File: src/rtl/dsaddr_pkg.sv
package dsaddr_pkg;
  typedef enum logic [2:0] {
    OP_IND     = 3'd0,
    OP_POSTINC = 3'd1,
    OP_PREDEC  = 3'd2,
    OP_DISP    = 3'd3,
    OP_DIRECT  = 3'd4,
    OP_PUSH    = 3'd5,
    OP_POP     = 3'd6,
    OP_PRGZ    = 3'd7
  } acc_op_e;

  localparam int NPTR = 3;
  localparam int RGN_N = 4;
endpackage

File: src/rtl/dsaddr_ptr_unit.sv
module dsaddr_ptr_unit
  import dsaddr_pkg::*;
#(
  parameter int PTR_W  = 16,
  parameter int DISP_W = 6
) (
  input  acc_op_e            op,
  input  logic [1:0]         sel,
  input  logic [PTR_W-1:0]   ptr_x,
  input  logic [PTR_W-1:0]   ptr_y,
  input  logic [PTR_W-1:0]   ptr_z,
  input  logic [DISP_W-1:0]  disp,
  input  logic [PTR_W-1:0]   direct,
  output logic [PTR_W-1:0]   eff_addr,
  output logic               wb_req,
  output logic [PTR_W-1:0]   wb_val,
  output logic               bad
);
  function automatic logic [PTR_W-1:0] f_step(input logic [PTR_W-1:0] p, input logic down);
    return down ? p - 1'b1 : p + 1'b1;
  endfunction

  function automatic logic [PTR_W-1:0] f_offset(input logic [PTR_W-1:0] p, input logic [DISP_W-1:0] q);
    return p + PTR_W'(q);
  endfunction

  logic [PTR_W-1:0] ptr_arr [NPTR];
  logic [PTR_W-1:0] masked  [NPTR];
  logic [NPTR-1:0]  hit;
  logic [PTR_W-1:0] cur;
  logic             ptr_mode;

  assign ptr_arr[0] = ptr_x;
  assign ptr_arr[1] = ptr_y;
  assign ptr_arr[2] = ptr_z;

  for (genvar g = 0; g < NPTR; g++) begin : g_sel
    assign hit[g]    = (sel == 2'(g));
    assign masked[g] = hit[g] ? ptr_arr[g] : '0;
  end

  always_comb begin
    cur = '0;
    for (int i = 0; i < NPTR; i++) cur = cur | masked[i];
  end

  assign ptr_mode = (op == OP_IND) || (op == OP_POSTINC) || (op == OP_PREDEC) || (op == OP_DISP);
  assign bad      = ptr_mode && ((hit == '0) || ((op == OP_DISP) && hit[0]));

  always_comb begin
    eff_addr = cur;
    wb_req   = 1'b0;
    wb_val   = cur;
    case (op)
      OP_POSTINC: begin
        wb_req = 1'b1;
        wb_val = f_step(cur, 1'b0);
      end
      OP_PREDEC: begin
        eff_addr = f_step(cur, 1'b1);
        wb_req   = 1'b1;
        wb_val   = eff_addr;
      end
      OP_DISP:   eff_addr = f_offset(cur, disp);
      OP_DIRECT: eff_addr = direct;
      OP_PRGZ:   eff_addr = ptr_z;
      default:   eff_addr = cur;
    endcase
  end

  always_comb begin
    if (op == OP_PREDEC && !bad)
      a_predec_match_r4: assert (f_step(eff_addr, 1'b0) == cur);
  end
endmodule

File: src/rtl/dsaddr_region_dec.sv
module dsaddr_region_dec
  import dsaddr_pkg::*;
#(
  parameter int ADDR_W   = 16,
  parameter int REG_CNT  = 32,
  parameter int IO_CNT   = 64,
  parameter int SRAM_CNT = 128,
  parameter int OFF_W    = 7
) (
  input  logic [ADDR_W-1:0] addr,
  output logic [RGN_N-1:0]  region,
  output logic [OFF_W-1:0]  offset
);
  localparam logic [31:0] IO_BASE   = 32'(REG_CNT);
  localparam logic [31:0] SRAM_BASE = 32'(REG_CNT + IO_CNT);
  localparam logic [31:0] SRAM_END  = 32'(REG_CNT + IO_CNT + SRAM_CNT);

  logic [31:0] a32;
  assign a32 = 32'(addr);

  always_comb begin
    if (a32 < IO_BASE) begin
      region = 4'b0001;
      offset = OFF_W'(a32);
    end else if (a32 < SRAM_BASE) begin
      region = 4'b0010;
      offset = OFF_W'(a32 - IO_BASE);
    end else if (a32 < SRAM_END) begin
      region = 4'b0100;
      offset = OFF_W'(a32 - SRAM_BASE);
    end else begin
      region = 4'b1000;
      offset = '0;
    end
  end
endmodule

File: src/rtl/dsaddr_sp_unit.sv
module dsaddr_sp_unit #(
  parameter int              SP_W     = 8,
  parameter logic [SP_W-1:0] SP_RESET = 8'hDF
) (
  input  logic            clk,
  input  logic            rst_n,
  input  logic            push,
  input  logic            pop,
  input  logic            ld_en,
  input  logic [SP_W-1:0] ld_val,
  output logic [SP_W-1:0] sp_q,
  output logic [SP_W-1:0] stack_addr
);
  logic [SP_W-1:0] sp_inc, sp_dec;
  assign sp_inc     = sp_q + 1'b1;
  assign sp_dec     = sp_q - 1'b1;
  assign stack_addr = pop ? sp_inc : sp_q;

  always_ff @(posedge clk) begin
    if (!rst_n)      sp_q <= SP_RESET;
    else if (ld_en)  sp_q <= ld_val;
    else if (push)   sp_q <= sp_dec;
    else if (pop)    sp_q <= sp_inc;
  end

  p_push_step_r9: assert property (@(posedge clk) disable iff (!rst_n)
    (push && !ld_en) |=> (sp_q == $past(sp_q) - 1'b1));
  p_pop_step_r10: assert property (@(posedge clk) disable iff (!rst_n)
    (pop && !ld_en) |=> (sp_q == $past(sp_q) + 1'b1));
  p_load_wins_r11: assert property (@(posedge clk) disable iff (!rst_n)
    ld_en |=> (sp_q == $past(ld_val)));
  p_idle_hold_r12: assert property (@(posedge clk) disable iff (!rst_n)
    (!ld_en && !push && !pop) |=> $stable(sp_q));
endmodule

File: src/rtl/dsaddr_gen.sv
module dsaddr_gen
  import dsaddr_pkg::*;
#(
  parameter int PTR_W    = 16,
  parameter int SP_W     = 8,
  parameter int DISP_W   = 6,
  parameter int REG_CNT  = 32,
  parameter int IO_CNT   = 64,
  parameter int SRAM_CNT = 128,
  parameter logic [SP_W-1:0] SP_RESET = 8'hDF,
  localparam int MAX_CNT = (SRAM_CNT > IO_CNT) ? ((SRAM_CNT > REG_CNT) ? SRAM_CNT : REG_CNT)
                                               : ((IO_CNT > REG_CNT) ? IO_CNT : REG_CNT),
  localparam int OFF_W   = $clog2(MAX_CNT),
  localparam int REG_W   = $clog2(REG_CNT)
) (
  input  logic              clk,
  input  logic              rst_n,
  input  logic              req_valid,
  input  logic [2:0]        req_op,
  input  logic [1:0]        req_ptr_sel,
  input  logic [PTR_W-1:0]  ptr_x,
  input  logic [PTR_W-1:0]  ptr_y,
  input  logic [PTR_W-1:0]  ptr_z,
  input  logic [DISP_W-1:0] req_disp,
  input  logic [PTR_W-1:0]  req_direct,
  input  logic              sp_ld_en,
  input  logic [SP_W-1:0]   sp_ld_val,
  output logic              acc_valid,
  output logic [PTR_W-1:0]  acc_addr,
  output logic              acc_prog,
  output logic [RGN_N-1:0]  acc_region,
  output logic [OFF_W-1:0]  acc_offset,
  output logic              wb_en,
  output logic [REG_W-1:0]  wb_reg_lo,
  output logic [PTR_W-1:0]  wb_value,
  output logic              req_bad,
  output logic [SP_W-1:0]   sp_q
);
  localparam int PAIR_BASE = REG_CNT - 2 * NPTR;

  acc_op_e          op;
  logic [PTR_W-1:0] ptr_addr, wb_val_c, final_addr;
  logic             wb_req_c, bad_c, is_stack, is_push, is_pop, is_prog;
  logic [SP_W-1:0]  stack_addr;
  logic [RGN_N-1:0] region_c;
  logic [OFF_W-1:0] offset_c;

  assign op       = acc_op_e'(req_op);
  assign is_push  = req_valid && (op == OP_PUSH);
  assign is_pop   = req_valid && (op == OP_POP);
  assign is_stack = (op == OP_PUSH) || (op == OP_POP);
  assign is_prog  = (op == OP_PRGZ);

  dsaddr_ptr_unit #(.PTR_W(PTR_W), .DISP_W(DISP_W)) u_ptr (
    .op(op), .sel(req_ptr_sel), .ptr_x(ptr_x), .ptr_y(ptr_y), .ptr_z(ptr_z),
    .disp(req_disp), .direct(req_direct), .eff_addr(ptr_addr),
    .wb_req(wb_req_c), .wb_val(wb_val_c), .bad(bad_c)
  );

  dsaddr_sp_unit #(.SP_W(SP_W), .SP_RESET(SP_RESET)) u_sp (
    .clk(clk), .rst_n(rst_n), .push(is_push), .pop(is_pop),
    .ld_en(sp_ld_en), .ld_val(sp_ld_val), .sp_q(sp_q), .stack_addr(stack_addr)
  );

  assign final_addr = is_stack ? {{(PTR_W-SP_W){1'b0}}, stack_addr} : ptr_addr;

  dsaddr_region_dec #(
    .ADDR_W(PTR_W), .REG_CNT(REG_CNT), .IO_CNT(IO_CNT), .SRAM_CNT(SRAM_CNT), .OFF_W(OFF_W)
  ) u_rgn (
    .addr(final_addr), .region(region_c), .offset(offset_c)
  );

  always_ff @(posedge clk) begin
    if (!rst_n) begin
      acc_valid  <= 1'b0;
      acc_addr   <= '0;
      acc_prog   <= 1'b0;
      acc_region <= '0;
      acc_offset <= '0;
      wb_en      <= 1'b0;
      wb_reg_lo  <= '0;
      wb_value   <= '0;
      req_bad    <= 1'b0;
    end else begin
      acc_valid  <= req_valid && !bad_c;
      req_bad    <= req_valid && bad_c;
      acc_addr   <= final_addr;
      acc_prog   <= req_valid && !bad_c && is_prog;
      acc_region <= (req_valid && !bad_c && !is_prog) ? region_c : '0;
      acc_offset <= (req_valid && !bad_c && !is_prog) ? offset_c : '0;
      wb_en      <= req_valid && !bad_c && wb_req_c;
      wb_reg_lo  <= REG_W'(PAIR_BASE + 2 * int'(req_ptr_sel));
      wb_value   <= wb_val_c;
    end
  end

  p_region_onehot_r7: assert property (@(posedge clk) disable iff (!rst_n)
    (acc_valid && !acc_prog) |-> ($countones(acc_region) == 1));
  p_prog_plain_r8: assert property (@(posedge clk) disable iff (!rst_n)
    acc_prog |-> (acc_region == '0 && !wb_en));
  p_bad_quiet_r5: assert property (@(posedge clk) disable iff (!rst_n)
    req_bad |-> (!acc_valid && !wb_en));
  p_idle_quiet_r12: assert property (@(posedge clk) disable iff (!rst_n)
    !req_valid |=> (!acc_valid && !req_bad && !wb_en));
  p_wb_mode_r3: assert property (@(posedge clk) disable iff (!rst_n)
    req_valid |=> (!wb_en || $past(req_op) == 3'd1 || $past(req_op) == 3'd2));
endmodule

File: config.mk
export PLATFORM = sky130hd
export DESIGN_NAME = dsaddr_gen
export DESIGN_NICKNAME = d
export VERILOG_FILES = /design/src/rtl/dsaddr_pkg.sv /design/src/rtl/dsaddr_ptr_unit.sv /design/src/rtl/dsaddr_region_dec.sv /design/src/rtl/dsaddr_sp_unit.sv /design/src/rtl/dsaddr_gen.sv
export SDC_FILE = /design/constraint.sdc
export NUM_CORES = 1
export LEC_CHECK = 0
export CAP_MARGIN = 30
export CORE_MARGIN = 2
export CORE_UTILIZATION = 40
export DETAILED_ROUTE_END_ITERATION = 8
export DONT_BUFFER_PORTS = 1
export GPL_TIMING_DRIVEN = 1
export PLACE_DENSITY = 0.55
export SLEW_MARGIN = 15
export SYNTH_ARGS = -nofsm -noshare
export SYNTH_HDL_FRONTEND = slang
export SYNTH_SLANG_ARGS = --single-unit
File: constraint.sdc
create_clock -name clk -period 6.85 [get_ports clk]
set_input_delay 1.0275 -clock clk [delete_from_list [all_inputs] [get_ports clk]]
set_output_delay 1.0275 -clock clk [all_outputs]
set_load 0.01 [all_outputs]
=== Word-level counts from Yosys, hierarchy flattened ===
Index checks and enable logic that the tools add are counted.

* Input port bits: 87
* Output and inout bits: 60
* Bits in registers: 60

* Eq/ne operators: 9
* $lt $le $gt $ge: 3
* Multiplexer cells: 16
* Add/sub/neg operators: 8
* Bitwise operators: 4
* Reductions and logical operators: 23

{| class="wikitable"
|+ Operators with widths
! kind !! number
|-
| 16-bit 2-to-1 mux || 4
|-
| 16-bit one-hot mux with 4 select lines || 1
|-
| 16-bit OR || 2
|-
| 16-bit one-hot mux with 2 select lines || 1
|-
| 8-bit 2-to-1 mux || 3
|-
| 7-bit 2-to-1 mux || 3
|-
| 16-bit by 1-bit adder with 16-bit output (second input constant) || 1
|-
| 16-bit by 6-bit adder with 16-bit output || 1
|-
| 16-bit by 6-bit less-than comparator with 1-bit output (second input constant) || 1
|-
| 16-bit by 7-bit less-than comparator with 1-bit output (second input constant) || 1
|-
| 16-bit by 8-bit less-than comparator with 1-bit output (second input constant) || 1
|-
| 16-bit by 1-bit subtractor with 16-bit output (second input constant) || 1
|-
| 3-bit == test (second input constant) || 4
|-
| 1-bit logical AND || 9
|-
| 8-bit by 1-bit adder with 8-bit output (second input constant) || 1
|-
| 8-bit by 1-bit subtractor with 8-bit output (second input constant) || 1
|-
| 7-bit by 6-bit subtractor with 7-bit output (second input constant) || 1
|-
| 7-bit subtractor (second input constant) || 1
|-
| 3-bit by 2-bit == test with 1-bit output (second input constant) || 2
|-
| 3-bit logical NOT || 2
|-
| 5-bit by 3-bit adder with 5-bit output (first input constant) || 1
|-
| 1-bit logical OR || 5
|-
| 4-bit 2-to-1 mux || 1
|-
| 4-bit OR reduction || 1
|-
| other kinds (11) || 14
|}

=== Longest topological paths before layout ===
* Depth in word-level cells: 11
* Gate-level depth with buffers: 17

=== By module ===
From an unflattened synthesis, not the netlist that was laid out.

* Cell total of the unflattened synthesis: 610
* Area, all modules: 4,813.4 µm²

{| class="wikitable"
|+ Modules (own cells, without submodules)
! module !! cells each !! sequential area each (µm²) !! area each (µm²) !! instances
|-
| dsaddr_ptr_unit || 358 || 0.0 || 2,239.6 || 1
|-
| dsaddr_gen || 154 || 1,001.0 || 1,699.1 || 1
|-
| dsaddr_sp_unit || 77 || 160.2 || 648.1 || 1
|-
| dsaddr_region_dec || 21 || 0.0 || 226.5 || 1
|}

=== Worst setup path before layout ===
Ideal clock, no wire load.

* Kind: input to register
* From: in req_ptr_sel[0]
* To: reg acc_region[0]
* Required time: 6,754 ps
* Path buffers: 3
* Stages: 16
* Arrival: 4,943 ps
* Setup slack: 1,810 ps
* Cell sequence: inv_1 -> ha_1 -> buf_6 -> buf_8 -> a222oi_1 -> inv_1 -> ha_1 -> and3_1 -> a21bo_2 -> a21o_1 -> or4_1 -> a311oi_1 -> o21ai_0 -> nand4bb_1 -> buf_6 -> nor4b_1

* Cells in the longest elaborated chain, start to end: 10
* Elaborated cells between the ends (all ways): 24
* Classes of those cells: add/sub: 2; order compare: 2; eq/ne: 2; mux: 7; bitwise: 2; reduce/logical: 9

{| class="wikitable"
|+ RTL lines
! what !! RTL line !! RTL
|-
| from (decl) || dsaddr_gen.sv:20 || <nowiki>input logic [1:0] req_ptr_sel,</nowiki>
|-
| 2-bit by 1-bit == test with 1-bit output or 2-bit logical NOT (tied branches) || dsaddr_ptr_unit.sv:38 || <nowiki>assign hit[g] = (sel == 2'(g));</nowiki>
|-
| 16-bit 2-to-1 mux || dsaddr_ptr_unit.sv:39 || <nowiki>assign masked[g] = hit[g] ? ptr_arr[g] : '0;</nowiki>
|-
| 16-bit OR (2 in series) || dsaddr_ptr_unit.sv:44 || <nowiki>for (int i = 0; i < NPTR; i++) cur = cur | masked[i];</nowiki>
|-
| 16-bit by 6-bit adder with 16-bit output or 16-bit by 1-bit subtractor with 16-bit output (tied branches) || - ||
|-
| 16-bit one-hot mux with 4 select lines || dsaddr_ptr_unit.sv:54 || <nowiki>case (op)</nowiki>
|-
| 16-bit 2-to-1 mux || dsaddr_gen.sv:65 || <nowiki>assign final_addr = is_stack ? {{(PTR_W-SP_W){1'b0}}, stack_addr} : ptr_addr;</nowiki>
|-
| 16-bit by 7-bit less-than comparator with 1-bit output || dsaddr_region_dec.sv:25 || <nowiki>end else if (a32 < SRAM_BASE) begin</nowiki>
|-
| 2-bit 2-to-1 mux || dsaddr_region_dec.sv:25 ||
|-
| 1-bit 2-to-1 mux || dsaddr_region_dec.sv:22 || <nowiki>if (a32 < IO_BASE) begin</nowiki>
|-
| to (signal assigned) || dsaddr_gen.sv:89 || <nowiki>acc_region <= (req_valid && !bad_c && !is_prog) ? region_c : '0;</nowiki>
|-
| to (decl) || dsaddr_gen.sv:31 || <nowiki>output logic [RGN_N-1:0] acc_region,</nowiki>
|}

Several ways; a longest one is shown, not always the timed one.
A chain may end at the register's enable or synchronous reset.

=== Final worst setup path ===
* From: in req_ptr_sel[1]
* To: reg acc_offset[0]

* Cells in the longest elaborated chain, start to end: 11
* Elaborated cells between the ends (all ways): 28
* Classes of those cells: add/sub: 4; order compare: 3; eq/ne: 2; mux: 8; bitwise: 2; reduce/logical: 9

{| class="wikitable"
|+ RTL lines
! what !! RTL line !! RTL
|-
| 2-bit by 1-bit == test with 1-bit output or 2-bit logical NOT (tied branches) || dsaddr_ptr_unit.sv:38 ||
|-
| 16-bit 2-to-1 mux || dsaddr_ptr_unit.sv:39 ||
|-
| 16-bit OR (2 in series) || dsaddr_ptr_unit.sv:44 ||
|-
| 16-bit by 6-bit adder with 16-bit output or 16-bit by 1-bit subtractor with 16-bit output (tied branches) || - ||
|-
| 16-bit one-hot mux with 4 select lines || dsaddr_ptr_unit.sv:54 ||
|-
| 16-bit 2-to-1 mux || dsaddr_gen.sv:65 ||
|-
| 16-bit by 8-bit less-than comparator with 1-bit output or 7-bit subtractor (tied branches) || dsaddr_region_dec.sv:28, dsaddr_region_dec.sv:30 ||
|-
| 7-bit 2-to-1 mux || dsaddr_region_dec.sv:28 || <nowiki>end else if (a32 < SRAM_END) begin</nowiki>
|-
| 7-bit 2-to-1 mux || dsaddr_region_dec.sv:25 ||
|-
| 7-bit 2-to-1 mux || dsaddr_region_dec.sv:22 ||
|-
| to (signal assigned) || dsaddr_gen.sv:90 || <nowiki>acc_offset <= (req_valid && !bad_c && !is_prog) ? offset_c : '0;</nowiki>
|-
| to (decl) || dsaddr_gen.sv:32 || <nowiki>output logic [OFF_W-1:0] acc_offset,</nowiki>
|}

Several ways; a longest one is shown, not always the timed one.

==> out/metrics.cfg <==
[placed_design]
place.detailed.hpwl_um=11600
routabilityCongestion=0.966
port_buffers=0
dp_cells=666
placedInstanceArea_um2=4340

[die]
rows=37
dieHeight_um=107
fp.coreArea_um2=10400
fp.dieW_um=107
fp.dieArea_um2=11500
ioPinCount=147
start_util_pct=41.2

[synth]
ys_seq_area_share_pct=27.2
syn_area_um2=4270
syn_area_per_cell_um2=7.63
synth_warnings=0
synthFlopType=dfxtp_1
synth_area_leaders=dfxtp_1 27%, nor2_1 5.9%, xnor2_1 4.9%
synth.distinct_cells=68
synth_common_cells=67 x nor2_1, 58 x dfxtp_1, 51 x nand2_1, 39 x o21ai_0, 36 x clkbuf_1
synth_top_area_share_pct=27.2
synth_top_area_cell=dfxtp_1
synthArstFlopShare_pct=0
synth_edf_count=0
synthCells=560
ys_ff_latch=58
synthMostInstantiatedCell=nor2_1
synthesis.nets=662

[timing]
slew_headroom_pct=20.9
holdWs_ps=709
setup_tns_ps=0
rsz0062_at_grt=no
setup_viol=0
skew_ps=15.5
worst_pin_slew_ps=1190
hold_viol_final=0
fin_crit_sh_pct=86.3
fin_crit_ps=5910
clock.fmax_mhz=169
drv_slew=0

[power_and_ir_drop]
p_leak_nw=1.68
power_density_nw_per_um2=232
peakVddDrop_v=0.0000918

[clock_tree]
cts_buffers=9
cts_hold_buffers=0
cts_tree=done
cts-root-buf=clkbuf_8
clock_path_buffers=2
clk_pin_slew_ps=80
htree_num_levels=3
cts_sinks=58
clock_latency_ps=370
postCtsSetupRepairBufs=0
post_cts_resize_count=0

[route]
ant_nets=0
wl_met3_um=1880
drt-initial-drc-count=416
routed_wl_um=15500
met1Wirelength_um=6390
top_layer_used=met4
dr.pass1.iters=5
avgViaCountPerCell=6.41
wl_per_cell_um=22.8
dr_wl_met2_um=6840
dr_total_vias=4375
drc=0

[critical_path]
rr_worst_depth=8
cp-start-kind=input pin
cp-end-kind=flop
path_max_fanout=16
cp.arrival_ps=6160
criticalPathCategory=input pin to flop
crit_required_ps=7100

[layout]
antennaDiodeCount=0
instances_no_fill=682
final_area_um2=4620
area_growth_syn_to_layout_pct=8.14
nets=643
drive_above_1_share_pct=8.42

[global_route]
antenna_found_initial=0
grt_pass1_vias=4235
grt_start_max_net_pins=46
grt_first_pass_wirelength_um=23700
grt_overflow=0
grt_usage_pct=26.9

[job]
max_cap_viol_count=0

[worst_hold_path]
hp-class=flop to flop
whs_path_depth=2

[status]
status=finished, final reports clean

per-layer routing:
layer  global-route usage, %  vias up
met5                       0        -
met4                    9.71        0
met3                    10.7       31
met2                    40.3      262
met1                    35.0     2058
li1                        -     2024
flip-flops by register name, summed over array words and instances (netlist names):
| register | count |
|---|---|
| acc_offset | 7 |
| acc_valid | 1 |
| acc_region | 4 |
| wb_value | 16 |
| req_bad | 1 |
| u_sp.sp_q | 8 |
| acc_prog | 1 |
| wb_en | 1 |
| wb_reg_lo | 3 |
| acc_addr | 16 |
worst max-delay path, cell delays in order:
cell	delay [ps]
inv_1	30
ha_1	440
a222oi_1	1100
inv_1	320
ha_1	430
and3_1	210
a221oi_1	760
nor4_1	130
xnor2_1	190
a211oi_2	270
nor4b_2	230
nand4bb_1	520
nor4b_1	490
final cells by class:
cell class,count,area (um^2)
Clock inverter,6,138
Tap cell,136,170
Inverter,17,63.8
Timing Repair Buffer,14,105
Multi-Input combinational cell,441,2840
Clock buffer,10,138
Fill cell,1085,5750
Sequential cell,58,1160
placed cells by master (no fill, tap or decap), drive strengths merged, types with 7 or more instances in the layout:
master,count
dfxtp,58
nor4,13
a31oi,8
a222oi,15
nand2,51
nand3,17
ha,14
o211ai,9
or3,8
xnor2,24
inv,14
nor3,21
clkbuf,10
xor2,12
nor2,67
buf,14
o21ai,39
and2,13
o31ai,7
a21oi,31
mux2i,7
where the power goes:
| group | leakage, nW | internal [W] | switching, W |
|---|---|---|---|
| registers | 0.478 | 0.000360 | 0.0000252 |
| logic | 1.07 | 0.0000897 | 0.000149 |
| clock network | 0.137 | 0.000290 | 0.000160 |
per-stage QoR:
stage / util [%] / power [W] / worst slack [ps]
2_1_floorplan: - / 0.000574 / 1810
3_3_place_gp: 41.9 / 0.000624 / 1020
3_5_place_dp: 41.9 / 0.000626 / 687
4_1_cts: 44.5 / 0.00108 / 1040
5_1_grt: 44.5 / 0.00112 / 570
6_report: 44.5 / 0.00107 / 939
logic make-up after synthesis:
kind of cell	after synthesis	share of synthesized area (%)
AOI/OAI and AO/OA	160	25.9
other	1	0.0878
buffers and inverters	61	6.24
muxes	9	2.17
adders and majority gates	15	4.57
xor gates and xnor gates	36	7.38
and+or+nand+nor	220	26.5
DFF	58	27.2
worst paths after layout:
path | start | to | slack [ps]
worst max-delay path | req_ptr_sel[1] | acc_offset[0] | 940
worst min-delay path | u_sp.sp_q[7] | u_sp.sp_q[7] | 710
worst max register to register | u_sp.sp_q[1] | acc_offset[0] | 4090
worst min register to register | u_sp.sp_q[7] | u_sp.sp_q[7] | 710
Power figures use the tool's default switching activity.
